**src/rtl/wwdg_pkg.sv**
```systemverilog
`timescale 1ns/1ps
package wwdg_pkg;
  localparam int ADDR_W = 5;

  localparam logic [ADDR_W-1:0] ADDR_CTRL  = 5'h00;
  localparam logic [ADDR_W-1:0] ADDR_PRE   = 5'h04;
  localparam logic [ADDR_W-1:0] ADDR_STAT  = 5'h08;
  localparam logic [ADDR_W-1:0] ADDR_KEY   = 5'h0C;
  localparam logic [ADDR_W-1:0] ADDR_CNT   = 5'h10;
  localparam logic [ADDR_W-1:0] ADDR_REACT = 5'h14;
  localparam logic [ADDR_W-1:0] ADDR_WIN   = 5'h18;

  localparam logic [31:0] ARM_KEY    = 32'hA98559DA;
  localparam logic [31:0] KEY_OPEN   = 32'h0000E51A;
  localparam logic [31:0] KEY_CLOSE  = 32'h0000A35C;
  localparam logic [31:0] REACT_IRQ  = 32'h0000000A;
  localparam logic [31:0] WIN_RESET  = 32'h00000005;
  localparam int          STAT_BIT   = 1;

  typedef enum logic {SVC_IDLE, SVC_PENDING} svc_state_t;

  typedef struct packed {
    logic       ok;
    logic [2:0] div;
  } win_sel_t;

  function automatic win_sel_t decode_window(input logic [31:0] code);
    win_sel_t s;
    s.ok  = 1'b1;
    s.div = 3'd0;
    case (code)
      32'h00000005: s.div = 3'd0;
      32'h00000050: s.div = 3'd1;
      32'h00000500: s.div = 3'd2;
      32'h00005000: s.div = 3'd3;
      32'h00050000: s.div = 3'd4;
      32'h00500000: s.div = 3'd5;
      default:      s.ok  = 1'b0;
    endcase
    return s;
  endfunction
endpackage

```
**src/rtl/wwdg_counter.sv**
```systemverilog
`timescale 1ns/1ps
module wwdg_counter #(
  parameter int CNT_W = 25
) (
  input  logic             clk,
  input  logic             rst_n,
  input  logic             run,
  input  logic             load,
  input  logic [CNT_W-1:0] load_val,
  output logic [CNT_W-1:0] count_o
);
  logic [CNT_W-1:0] cnt_q, cnt_d;

  always_comb begin
    cnt_d = cnt_q;
    if (load)
      cnt_d = load_val;
    else if (run && (cnt_q != '0))
      cnt_d = cnt_q - 1'b1;
  end

  always_ff @(posedge clk or negedge rst_n) begin
    if (!rst_n) cnt_q <= '0;
    else        cnt_q <= cnt_d;
  end

  assign count_o = cnt_q;
endmodule

```
**src/rtl/wwdg_window.sv**
```systemverilog
`timescale 1ns/1ps
module wwdg_window
  import wwdg_pkg::*;
#(
  parameter int CNT_W = 25
) (
  input  logic [CNT_W-1:0] count,
  input  logic [CNT_W-1:0] reload,
  input  logic [31:0]      code,
  output logic             in_window,
  output logic             code_ok
);
  win_sel_t         sel;
  logic [CNT_W-1:0] thresh;

  always_comb begin
    sel       = decode_window(code);
    thresh    = reload >> sel.div;
    in_window = (count <= thresh);
    code_ok   = sel.ok;
  end
endmodule

```
**src/rtl/wwdg_keyseq.sv**
```systemverilog
`timescale 1ns/1ps
module wwdg_keyseq
  import wwdg_pkg::*;
(
  input  logic        clk,
  input  logic        rst_n,
  input  logic        armed,
  input  logic        key_wr,
  input  logic [31:0] key_val,
  input  logic        in_window,
  output logic        done_o,
  output logic        bad_o
);
  svc_state_t st_q, st_d;

  always_comb begin
    st_d   = st_q;
    done_o = 1'b0;
    bad_o  = 1'b0;
    if (armed && key_wr) begin
      case (st_q)
        SVC_IDLE: begin
          if (key_val == KEY_OPEN) st_d = SVC_PENDING;
          else                     bad_o = 1'b1;
        end
        SVC_PENDING: begin
          if (key_val == KEY_OPEN) begin
            st_d = SVC_PENDING;
          end else if (key_val == KEY_CLOSE) begin
            st_d = SVC_IDLE;
            if (in_window) done_o = 1'b1;
            else           bad_o  = 1'b1;
          end else begin
            st_d  = SVC_IDLE;
            bad_o = 1'b1;
          end
        end
        default: st_d = SVC_IDLE;
      endcase
    end
  end

  always_ff @(posedge clk or negedge rst_n) begin
    if (!rst_n) st_q <= SVC_IDLE;
    else        st_q <= st_d;
  end
endmodule

```
**src/rtl/window_watchdog.sv**
```systemverilog
`timescale 1ns/1ps
module window_watchdog
  import wwdg_pkg::*;
#(
  parameter int PRE_W = 12,
  parameter int SHIFT = 13
) (
  input  logic              clk,
  input  logic              rst_n,
  input  logic              bus_wr,
  input  logic [ADDR_W-1:0] bus_addr,
  input  logic [31:0]       bus_wdata,
  output logic [31:0]       bus_rdata,
  output logic              irq_pulse,
  output logic              rst_pulse
);
  localparam int CNT_W = PRE_W + SHIFT;

  // reset: asserted asynchronously, released on the clock
  logic [1:0] rsync_q;
  logic       rst_int_n;
  always_ff @(posedge clk or negedge rst_n) begin
    if (!rst_n) rsync_q <= 2'b00;
    else        rsync_q <= {rsync_q[0], 1'b1};
  end
  assign rst_int_n = rsync_q[1];

  logic             armed_q, armed_d;
  logic [PRE_W-1:0] pre_q, pre_d;
  logic [31:0]      react_q, react_d, win_q, win_d;
  logic             flag_q, flag_d;
  logic             irq_q, irq_d, rstp_q, rstp_d;

  logic             ctrl_wr, pre_wr, stat_wr, key_wr, react_wr, win_wr;
  logic             arm_now, cnt_load, svc_done, svc_bad;
  logic             in_win, win_ok, viol, pulse_new;
  logic [CNT_W-1:0] cnt, reload_val;

  assign ctrl_wr  = bus_wr && (bus_addr == ADDR_CTRL);
  assign pre_wr   = bus_wr && (bus_addr == ADDR_PRE);
  assign stat_wr  = bus_wr && (bus_addr == ADDR_STAT);
  assign key_wr   = bus_wr && (bus_addr == ADDR_KEY);
  assign react_wr = bus_wr && (bus_addr == ADDR_REACT);
  assign win_wr   = bus_wr && (bus_addr == ADDR_WIN);

  assign reload_val = CNT_W'(pre_q) << SHIFT;
  assign arm_now    = ctrl_wr && !armed_q && (bus_wdata == ARM_KEY);
  assign cnt_load   = arm_now || svc_done;

  wwdg_counter #(.CNT_W(CNT_W)) u_cnt (
    .clk      (clk),
    .rst_n    (rst_int_n),
    .run      (armed_q),
    .load     (cnt_load),
    .load_val (reload_val),
    .count_o  (cnt)
  );

  wwdg_window #(.CNT_W(CNT_W)) u_win (
    .count     (cnt),
    .reload    (reload_val),
    .code      (win_q),
    .in_window (in_win),
    .code_ok   (win_ok)
  );

  wwdg_keyseq u_key (
    .clk       (clk),
    .rst_n     (rst_int_n),
    .armed     (armed_q),
    .key_wr    (key_wr),
    .key_val   (bus_wdata),
    .in_window (in_win),
    .done_o    (svc_done),
    .bad_o     (svc_bad)
  );

  assign viol      = armed_q && (svc_bad || (cnt == '0) || !win_ok);
  assign pulse_new = viol && !flag_q;

  always_comb begin
    armed_d = armed_q || arm_now;
    pre_d   = pre_wr   ? bus_wdata[PRE_W-1:0] : pre_q;
    react_d = react_wr ? bus_wdata : react_q;
    win_d   = win_wr   ? bus_wdata : win_q;
    flag_d  = flag_q;
    if (stat_wr && bus_wdata[STAT_BIT]) flag_d = 1'b0;
    if (viol)                           flag_d = 1'b1;
    irq_d   = pulse_new && (react_q == REACT_IRQ);
    rstp_d  = pulse_new && (react_q != REACT_IRQ);
  end

  always_ff @(posedge clk or negedge rst_int_n) begin
    if (!rst_int_n) begin
      armed_q <= 1'b0;
      pre_q   <= '0;
      react_q <= '0;
      win_q   <= WIN_RESET;
      flag_q  <= 1'b0;
      irq_q   <= 1'b0;
      rstp_q  <= 1'b0;
    end else begin
      armed_q <= armed_d;
      pre_q   <= pre_d;
      react_q <= react_d;
      win_q   <= win_d;
      flag_q  <= flag_d;
      irq_q   <= irq_d;
      rstp_q  <= rstp_d;
    end
  end

  always_comb begin
    bus_rdata = '0;
    case (bus_addr)
      ADDR_CTRL:  bus_rdata[0]        = armed_q;
      ADDR_PRE:   bus_rdata           = 32'(pre_q);
      ADDR_STAT:  bus_rdata[STAT_BIT] = flag_q;
      ADDR_CNT:   bus_rdata           = 32'(cnt);
      ADDR_REACT: bus_rdata           = react_q;
      ADDR_WIN:   bus_rdata           = win_q;
      default:    bus_rdata           = '0;
    endcase
  end

  assign irq_pulse = irq_q;
  assign rst_pulse = rstp_q;
endmodule

```
**config.mk**
```make
export PLATFORM = sky130hd
export DESIGN_NAME = window_watchdog
export DESIGN_NICKNAME = d
export VERILOG_FILES = /design/src/rtl/wwdg_pkg.sv /design/src/rtl/wwdg_counter.sv /design/src/rtl/wwdg_window.sv /design/src/rtl/wwdg_keyseq.sv /design/src/rtl/window_watchdog.sv
export SDC_FILE = /design/constraint.sdc
export NUM_CORES = 1
export LEC_CHECK = 0
export ABC_AREA = 1
export BUFFER_PORTS_ARGS = -buffer_cell sky130_fd_sc_hd__buf_2
export CAP_MARGIN = 25
export CORE_MARGIN = 2
export CORE_UTILIZATION = 40
export CTS_CLUSTER_DIAMETER = 50
export DETAILED_ROUTE_END_ITERATION = 12
export GPL_TIMING_DRIVEN = 0
export PLACE_DENSITY = 0.68
export SYNTH_ARGS = -nofsm -noshare
export SYNTH_HDL_FRONTEND = slang
export SYNTH_SLANG_ARGS = --single-unit
```
**constraint.sdc**
```tcl
create_clock -name clk -period 8.7 [get_ports clk]
set_input_delay 1.305 -clock clk [delete_from_list [all_inputs] [get_ports clk]]
set_output_delay 1.305 -clock clk [all_outputs]
set_load 0.02 [all_outputs]
```
==> out/metrics.cfg, run 1 <==
[final_layout]
diodes = 0
area_growth_pct = 13.9
layout-drive-gt1-share_pct = 13.4
fin_area_mm2 = 0.00815
final_nets = 1167
fillers = 1818

[timing]
hold_violations = 0
period_share_pct = 52.8
finClkSkew_ns = 0.00982
setup_viol = 0
maxSlewViolCount = 0
layout_min_cycle_time_ns = 4.60
slew_headroom_pct = 55.6
max_freq_mhz = 218
final.setup.tns_ns = 0
grt_setup_unrepaired = no
tightestPinTransition_ns = 0.667

[place]
io_buffers = 73
dpl.hpwl_mm = 20.0
place_congestion = 0.982
place_area_mm2 = 0.00784

[routing]
drt_pass1_iterations = 5
wl_met1_mm = 10.8
drt_iter0_markers = 666
dr_wl_met3_mm = 2.04
drc = 0
post_drt_wl_per_cell_um = 18.8
via_per_inst = 5.57
wl_met2_mm = 11.4
via_count = 7443
wl_mm = 25.1
top_layer_used = met4
antenna_left = 0

[global_routing]
antenna_found_initial = 0
grt_usage_pct = 27.4
grt_pass1_vias = 6912
grt_pass1_wl_mm = 38.7
grt_max_degree = 59
grt_remaining_overflow = 0

[logic_synthesis]
synth_flop_cell = dfrtp_1
synthMuxAreaShare_pct = 0
netlist_instances = 1020
synth_fa_ha_area_share_pct = 3.50
yosysMostFrequentCell = nand2_1
syn_area_per_cell_um2 = 7.02
synth.yosys.seq_area_share_pct = 37.8
synthesis.area_mm2 = 0.00716
synth-async-reset-ratio_pct = 100
yosys_warnings = 0
synth-seq-cells = 108
ys_top_cells_by_area = dfrtp_1 37%, nand2_1 15%, nand3_1 6.4%, inv_1 6.1%, nor2_1 5.7%
synth-edff-count = 0
synth_top_family_by_area = simple AND/OR/NAND/NOR gates
synth_top_area_share_pct = 37.1
ys_top_cells_by_count = 289 x nand2_1, 116 x inv_1, 108 x nor2_1, 106 x dfrtp_1, 91 x nand3_1
yosysTopAreaCell = dfrtp_1
synth_compound_area_share_pct = 11.1
synthDistinctLibCells = 45
synth-simple-area-share_pct = 37.6
synth_xor_area_share_pct = 1.35

[worst_hold_path]
hold-path-endpoint = rsync_q[1]
hp-class = register to register
worstHoldPathCells = 0
hp-start = rsync_q[0]

[clocking]
cts_max_level = 3
root_buffer = clkbuf_16
insertion_delay_ns = 0.37
tritoncts = done
post_cts_buffers = 0
cts_made_buffers = 9
path_clk_slew_ns = 0.07
cts_resized = 0
cts_sinks = 108
cts-hold-fix-buffers = 0
cts.path.max_buffers = 2

[floorplan]
core_region_area_mm2 = 0.0174
die_w_um = 138
io_pins = 74
rows = 48
dieHeight_um = 138
die_area_mm2 = 0.0190
start_util_pct = 41.1

[power_and_ir_drop]
cellPowerDensity_mw_per_mm2 = 168
leakagePower_nw = 3.95
vdd_drop_max_uv = 126

[setup_path]
rr_worst_depth = 22
arrival_ns = 3.29
crit_fanout = 10
crit_start = bus_addr[1]
start_kind = input pin
slowest_delay_ns = 0.47
path_class = input pin to output pin
cp_common_cell = buf_2
regToRegEndpoint = u_cnt.count_o[8]
r2r_setup_slack_ns = 4.90
path_cells = buf_2 -> nor2_2 -> nand3_1 -> nor2_4 -> clkbuf_1 -> nand2_1 -> o211ai_1 -> buf_2
cp_slowest_cell = clkbuf_1
end_kind = output pin
r2r_start = win_q[23]
required_ns = 7.39

[flow_run]
drv_cap = 0

[status]
outcome = finished clean

critical path, delay by kind of cell:
kind            cells  cell delay [ns]
simple gates        4             0.98
compound gates      1             0.19
buf+inv             3             0.81
flip-flops by register name (all words and copies together) (netlist names):
| signal | flops |
|---|---|
| flag_q | 1 |
| u_key.st_q | 1 |
| irq_pulse | 1 |
| pre_q | 12 |
| rst_pulse | 1 |
| react_q | 32 |
| armed_q | 1 |
| u_cnt.count_o | 25 |
| win_q | 32 |
| rsync_q | 2 |
kinds of logic (layout without fill, tap and decap cells):
logic type,Yosys count,count (layout)
other cells,1,3
fa+ha+maj,20,20
flops,108,108
simple gates,591,591
compound gates,136,136
xor+xnor,11,11
buf+inv,153,243
routing by layer:
| layer | global-route usage [%] | up-vias |
|---|---|---|
| met5 | 0 | - |
| met2 | 42.5 | 381 |
| met1 | 38.3 | 3469 |
| li1 | - | 3531 |
| met4 | 11.2 | 0 |
| met3 | 4.16 | 62 |
final cells by class:
class	count	area, um^2	share of cell area [%]
Clock inverter	5	66.3	0.814
Multi-Input combinational cell	761	3840	47.2
Timing Repair Buffer	74	393	4.82
Inverter	119	447	5.48
Sequential cell	108	2710	33.2
Clock buffer	11	243	2.98
Buffer	34	168	2.06
Tap cell	225	282	3.45
placed cells by master, fill, tap and decap left out, types with 2 or more instances in the layout:
| master | count |
|---|---|
| ha_1 | 20 |
| clkbuf_1 | 22 |
| xor2_1 | 11 |
| inv_1 | 116 |
| nand2_1 | 289 |
| dfrtp_1 | 105 |
| buf_4 | 2 |
| nor2_2 | 8 |
| nor2_1 | 108 |
| nand3_2 | 3 |
| clkbuf_16 | 9 |
| nand4_1 | 33 |
| buf_6 | 3 |
| nor4_1 | 9 |
| o21ai_0 | 79 |
| dfstp_2 | 2 |
| o2111ai_1 | 10 |
| conb_1 | 3 |
| nor3_2 | 3 |
| buf_2 | 81 |
| nor2_4 | 7 |
| o221ai_1 | 4 |
| o211ai_1 | 10 |
| inv_2 | 2 |
| nand3_1 | 91 |
| o21ai_1 | 9 |
| nor3_1 | 17 |
| nand3b_1 | 2 |
| a32o_1 | 5 |
| a21oi_1 | 15 |
| nand2_2 | 11 |
where the power goes:
group	internal, mW	switching [mW]
sequential	0.573	0.0833
clock	0.235	0.197
combinational	0.0960	0.184
total	0.904	0.464
per-stage QoR:
step           util (%)  power (mW)  hold WS [ns]  worst slack, ns  std cells
2_1_floorplan         -       0.824         0.331             4.92       1022
3_3_place_gp       44.8       0.929         0.336             4.19       1320
3_5_place_dp       45.0       0.938         0.336             4.15       1321
4_1_cts            46.8        1.37         0.365             4.13       1337
5_1_grt            46.8        1.43         0.376             4.04       1337
6_report           46.8        1.37         0.362             4.10       1337
how the worst max path moves through the flow:
stage                              endpoint  slack [ns]  depth (start not counted)
after global placement    u_cnt.count_o[15]        4.19                          0
final                          bus_rdata[1]        4.10                          8
after global routing           bus_rdata[3]        4.04                          8
after detailed placement       bus_rdata[3]        4.15                          8
after CTS                      bus_rdata[1]        4.13                          8
after floorplan               bus_rdata[27]        4.92                          5
Note: power is estimated with default switching activity, not from simulation.
==> inputs of run 2 (changes only) <==
--- a/config.mk
+++ b/config.mk
@@ -5,7 +5,7 @@
 export SDC_FILE = /design/constraint.sdc
 export NUM_CORES = 1
 export LEC_CHECK = 0
-export ABC_AREA = 1
+export ABC_AREA = 0
 export BUFFER_PORTS_ARGS = -buffer_cell sky130_fd_sc_hd__buf_2
 export CAP_MARGIN = 25
 export CORE_MARGIN = 2
==> constraint.sdc (replaced) <==
create_clock -name clk -period 4.68 [get_ports clk]
set_input_delay 0.702 -clock clk [delete_from_list [all_inputs] [get_ports clk]]
set_output_delay 0.702 -clock clk [all_outputs]
set_load 0.02 [all_outputs]
==> out/metrics.cfg, run 2 <==
[final_layout]
final_nets = 768  ; was 1167
fin_area_mm2 = 0.00766  ; was 0.00815 mm^2
fin_cells = 929  ; was 1337
diodes = 0  ; unchanged
layout_common_cells = 105 x dfrtp_1, 80 x mux2_2, 78 x buf_2, 49 x mux2i_1, 48 x nand2_1  ; was 289 x nand2_1, 116 x inv_1, 108 x nor2_1, 105 x dfrtp_1, 91 x nand3_1
layout-drive-gt1-share_pct = 30.2  ; was 13.4%
fin_util_pct = 47.9  ; was 46.8%
multi_input_area_mm2 = 0.00378  ; was 0.00384 mm^2
final_common_cell = dfrtp_1  ; was nand2_1
register_area_mm2 = 0.00271  ; unchanged
fillers = 1577  ; was 1818
area_growth_pct = 16.5  ; was 13.9%

[logic_synthesis]
synth_top_area_share_pct = 40.3  ; was 37.1%
syn_area_per_cell_um2 = 10.6  ; was 7.02 um^2
synth_flop_cell = dfrtp_1  ; unchanged
yosys_warnings = 0  ; unchanged
yosysMostFrequentCell = dfrtp_1  ; was nand2_1
synth.yosys.seq_area_share_pct = 41.1  ; was 37.8%
synth-edff-count = 0  ; unchanged
yosysTopAreaCell = dfrtp_1  ; unchanged
synthesis.area_mm2 = 0.00658  ; was 0.00716 mm^2
netlist_instances = 619  ; was 1020
ys_top_cells_by_area = dfrtp_1 40%, mux2_2 14%, mux2i_1 7.6%, ha_1 3.8%, nand2_1 2.7%  ; was dfrtp_1 37%, nand2_1 15%, nand3_1 6.4%, inv_1 6.1%, nor2_1 5.7%
ys_top_cells_by_count = 106 x dfrtp_1, 80 x mux2_2, 50 x mux2i_1, 48 x nand2_1, 42 x nor2_1  ; was 289 x nand2_1, 116 x inv_1, 108 x nor2_1, 106 x dfrtp_1, 91 x nand3_1
synthDistinctLibCells = 58  ; was 45
synth-async-reset-ratio_pct = 100  ; unchanged
synth-seq-cells = 108  ; unchanged

[clocking]
cts_made_buffers = 9  ; unchanged
cts_max_level = 3  ; unchanged
tritoncts = done  ; unchanged
insertion_delay_ns = 0.36  ; was 0.37 ns
cts-hold-fix-buffers = 0  ; unchanged
cts_sinks = 108  ; unchanged
path_clk_slew_ns = 0.07  ; about the same
root_buffer = clkbuf_16  ; unchanged
cts.path.max_buffers = 2  ; unchanged

[setup_path]
start_kind = register  ; was input pin
path_class = register to register  ; was input pin to output pin
slowest_delay_ns = 0.43  ; was 0.47 ns
path_cells = nor4_2 -> nand4_2 -> a211oi_4 -> buf_4 -> mux2i_1 -> mux2_2 -> nor2_1 -> a21oi_1 -> ha_1 -> a21oi_1 -> o21ai_0 -> o21ai_0 -> nand4_1 -> a21boi_1 -> o21ai_4 -> buf_6 -> mux2_1  ; was buf_2 -> nor2_2 -> nand3_1 -> nor2_4 -> clkbuf_1 -> nand2_1 -> o211ai_1 -> buf_2
end_kind = register  ; was output pin
r2r_setup_slack_ns = 0.26  ; was 4.90 ns
cp_slowest_cell = dfrtp_1  ; was clkbuf_1
crit_fanout = 10  ; unchanged
path_buf_inv = 2  ; was 3
r2r_start = win_q[23]  ; unchanged
required_ns = 4.93  ; was 7.39 ns
arrival_ns = 4.67  ; was 3.29 ns
crit_start = win_q[23]  ; was bus_addr[1]
crit_family = compound AO/OA/AOI/OAI gates  ; was simple AND/OR/NAND/NOR gates

[flow_run]
drv_cap = 0  ; unchanged

[timing]
grt_setup_unrepaired = no  ; unchanged
setup_viol = 0  ; unchanged
tightestPinTransition_ns = 0.924  ; was 0.667 ns
hold_violations = 0  ; unchanged
layout_min_cycle_time_ns = 4.42
max_freq_mhz = 226
finClkSkew_ns = 0.00738  ; was 0.00982 ns
maxSlewViolCount = 0  ; unchanged
layout_setup_ws_ns = 0.260  ; was 4.10 ns
slew_headroom_pct = 38.4  ; was 55.6%
period_share_pct = 94.4

[global_routing]
grt_max_degree = 59  ; unchanged
grt_pass1_vias = 5243  ; was 6912
grt_pass1_wl_mm = 30.9  ; was 38.7 mm
grt_remaining_overflow = 0  ; unchanged
antenna_found_initial = 0  ; unchanged
grt_usage_pct = 23.0  ; was 27.4%

[place]
pre_cts_ws_ns = -0.137  ; was 4.15 ns
dp.cells = 910  ; was 1321
place_area_mm2 = 0.00725  ; was 0.00784 mm^2
dpl.hpwl_mm = 15.3  ; was 20.0 mm
io_buffers = 72  ; was 73
place_congestion = 0.969  ; was 0.982

[floorplan]
io_pins = 74  ; unchanged
die_area_mm2 = 0.0175  ; was 0.0190 mm^2
dieHeight_um = 132  ; was 138 um
rows = 46  ; was 48
die_w_um = 132  ; was 138 um
core_region_area_mm2 = 0.0160  ; was 0.0174 mm^2
start_util_pct = 41.1  ; about the same

[status]
outcome = finished clean  ; unchanged

[routing]
drt_iter0_markers = 516  ; was 666
via_count = 5397  ; was 7443
wl_mm = 20.1  ; was 25.1 mm
drt_pass1_iterations = 5  ; unchanged
post_drt_wl_per_cell_um = 21.6  ; was 18.8 um
via_per_inst = 5.81  ; was 5.57
drc = 0  ; unchanged
antenna_left = 0  ; unchanged

[worst_hold_path]
hp-class = input pin to asynchronous set/reset pin  ; was register to register

[power_and_ir_drop]
vdd_drop_max_uv = 235  ; was 126 uV
cellPowerDensity_mw_per_mm2 = 327  ; was 168 mW/mm^2
finalPower_mw = 2.51  ; was 1.37 mW
leakagePower_nw = 3.41  ; was 3.95 nW

run 2: cell count changes in the layout (fill, tap and decap cells not counted), moves of 44 or more:
cell     before  now
inv_1       116    5
o21ai_0      79   35
nand2_1     289   48
mux2i_1       0   49
mux2_2        0   80
nor2_1      108   42
nand3_1      91   15
run 2: final timing paths:
path / cells past startpoint / endpoint
max: 17 / u_cnt.count_o[19]
min: 1 / rsync_q[1]
max reg2reg: 17 / u_cnt.count_o[19]
min reg2reg: 0 / rsync_q[1]
max in group asynchronous: 1 / win_q[16]
min in group clk: 0 / rsync_q[1]
run 2: where the power goes:
group	switching [mW]	internal, mW
logic	0.206	0.212
clock network	0.351	0.484
registers	0.188	1.06
total	0.745	1.76
run 2: what timing repair did:
action,CTS,global route
hold endpoints to repair,0,0
gates resized for setup,2,9
setup endpoints to repair,16,25
pin swaps,1,2
setup buffers,2,2
run 2: final cells by class:
class,instances,area share [%]
sequential,108,35.4
multi-input combinational,479,49.3
inverter,5,0.245
tap,216,3.53
clock inverter,4,0.947
timing repair buffer,77,5.45
buffer,28,1.96
clock buffer,12,3.22
run 2: kinds of logic (layout without fill, tap and decap cells):
group	count (synthesis)	count (layout)	synth area share, %
AND/OR/NAND/NOR	209	209	17.7
XOR/XNOR	21	21	2.80
multiplexers	138	138	23.0
other	1	3	0.0570
adder cells (fa/ha/maj)	20	20	3.81
flip-flops	108	108	41.1
buffers and inverters	34	126	2.63
AO/OA/AOI/OAI	88	88	8.90
run 2: layer usage:
metal,wire length (um),track usage (%)
met1,8790,31.7
met2,9500,37.0
met3,1230,3.08
met4,556,8.96
met5,0,0
run 2: per-stage QoR:
stage | TNS, ns | hold slack (ns)
2_1_floorplan | 0 | 0.331
3_3_place_gp | -0.658 | 0.338
3_5_place_dp | -1.28 | 0.343
4_1_cts | 0 | 0.113
5_1_grt | 0 | 0.115
6_report | 0 | 0.116
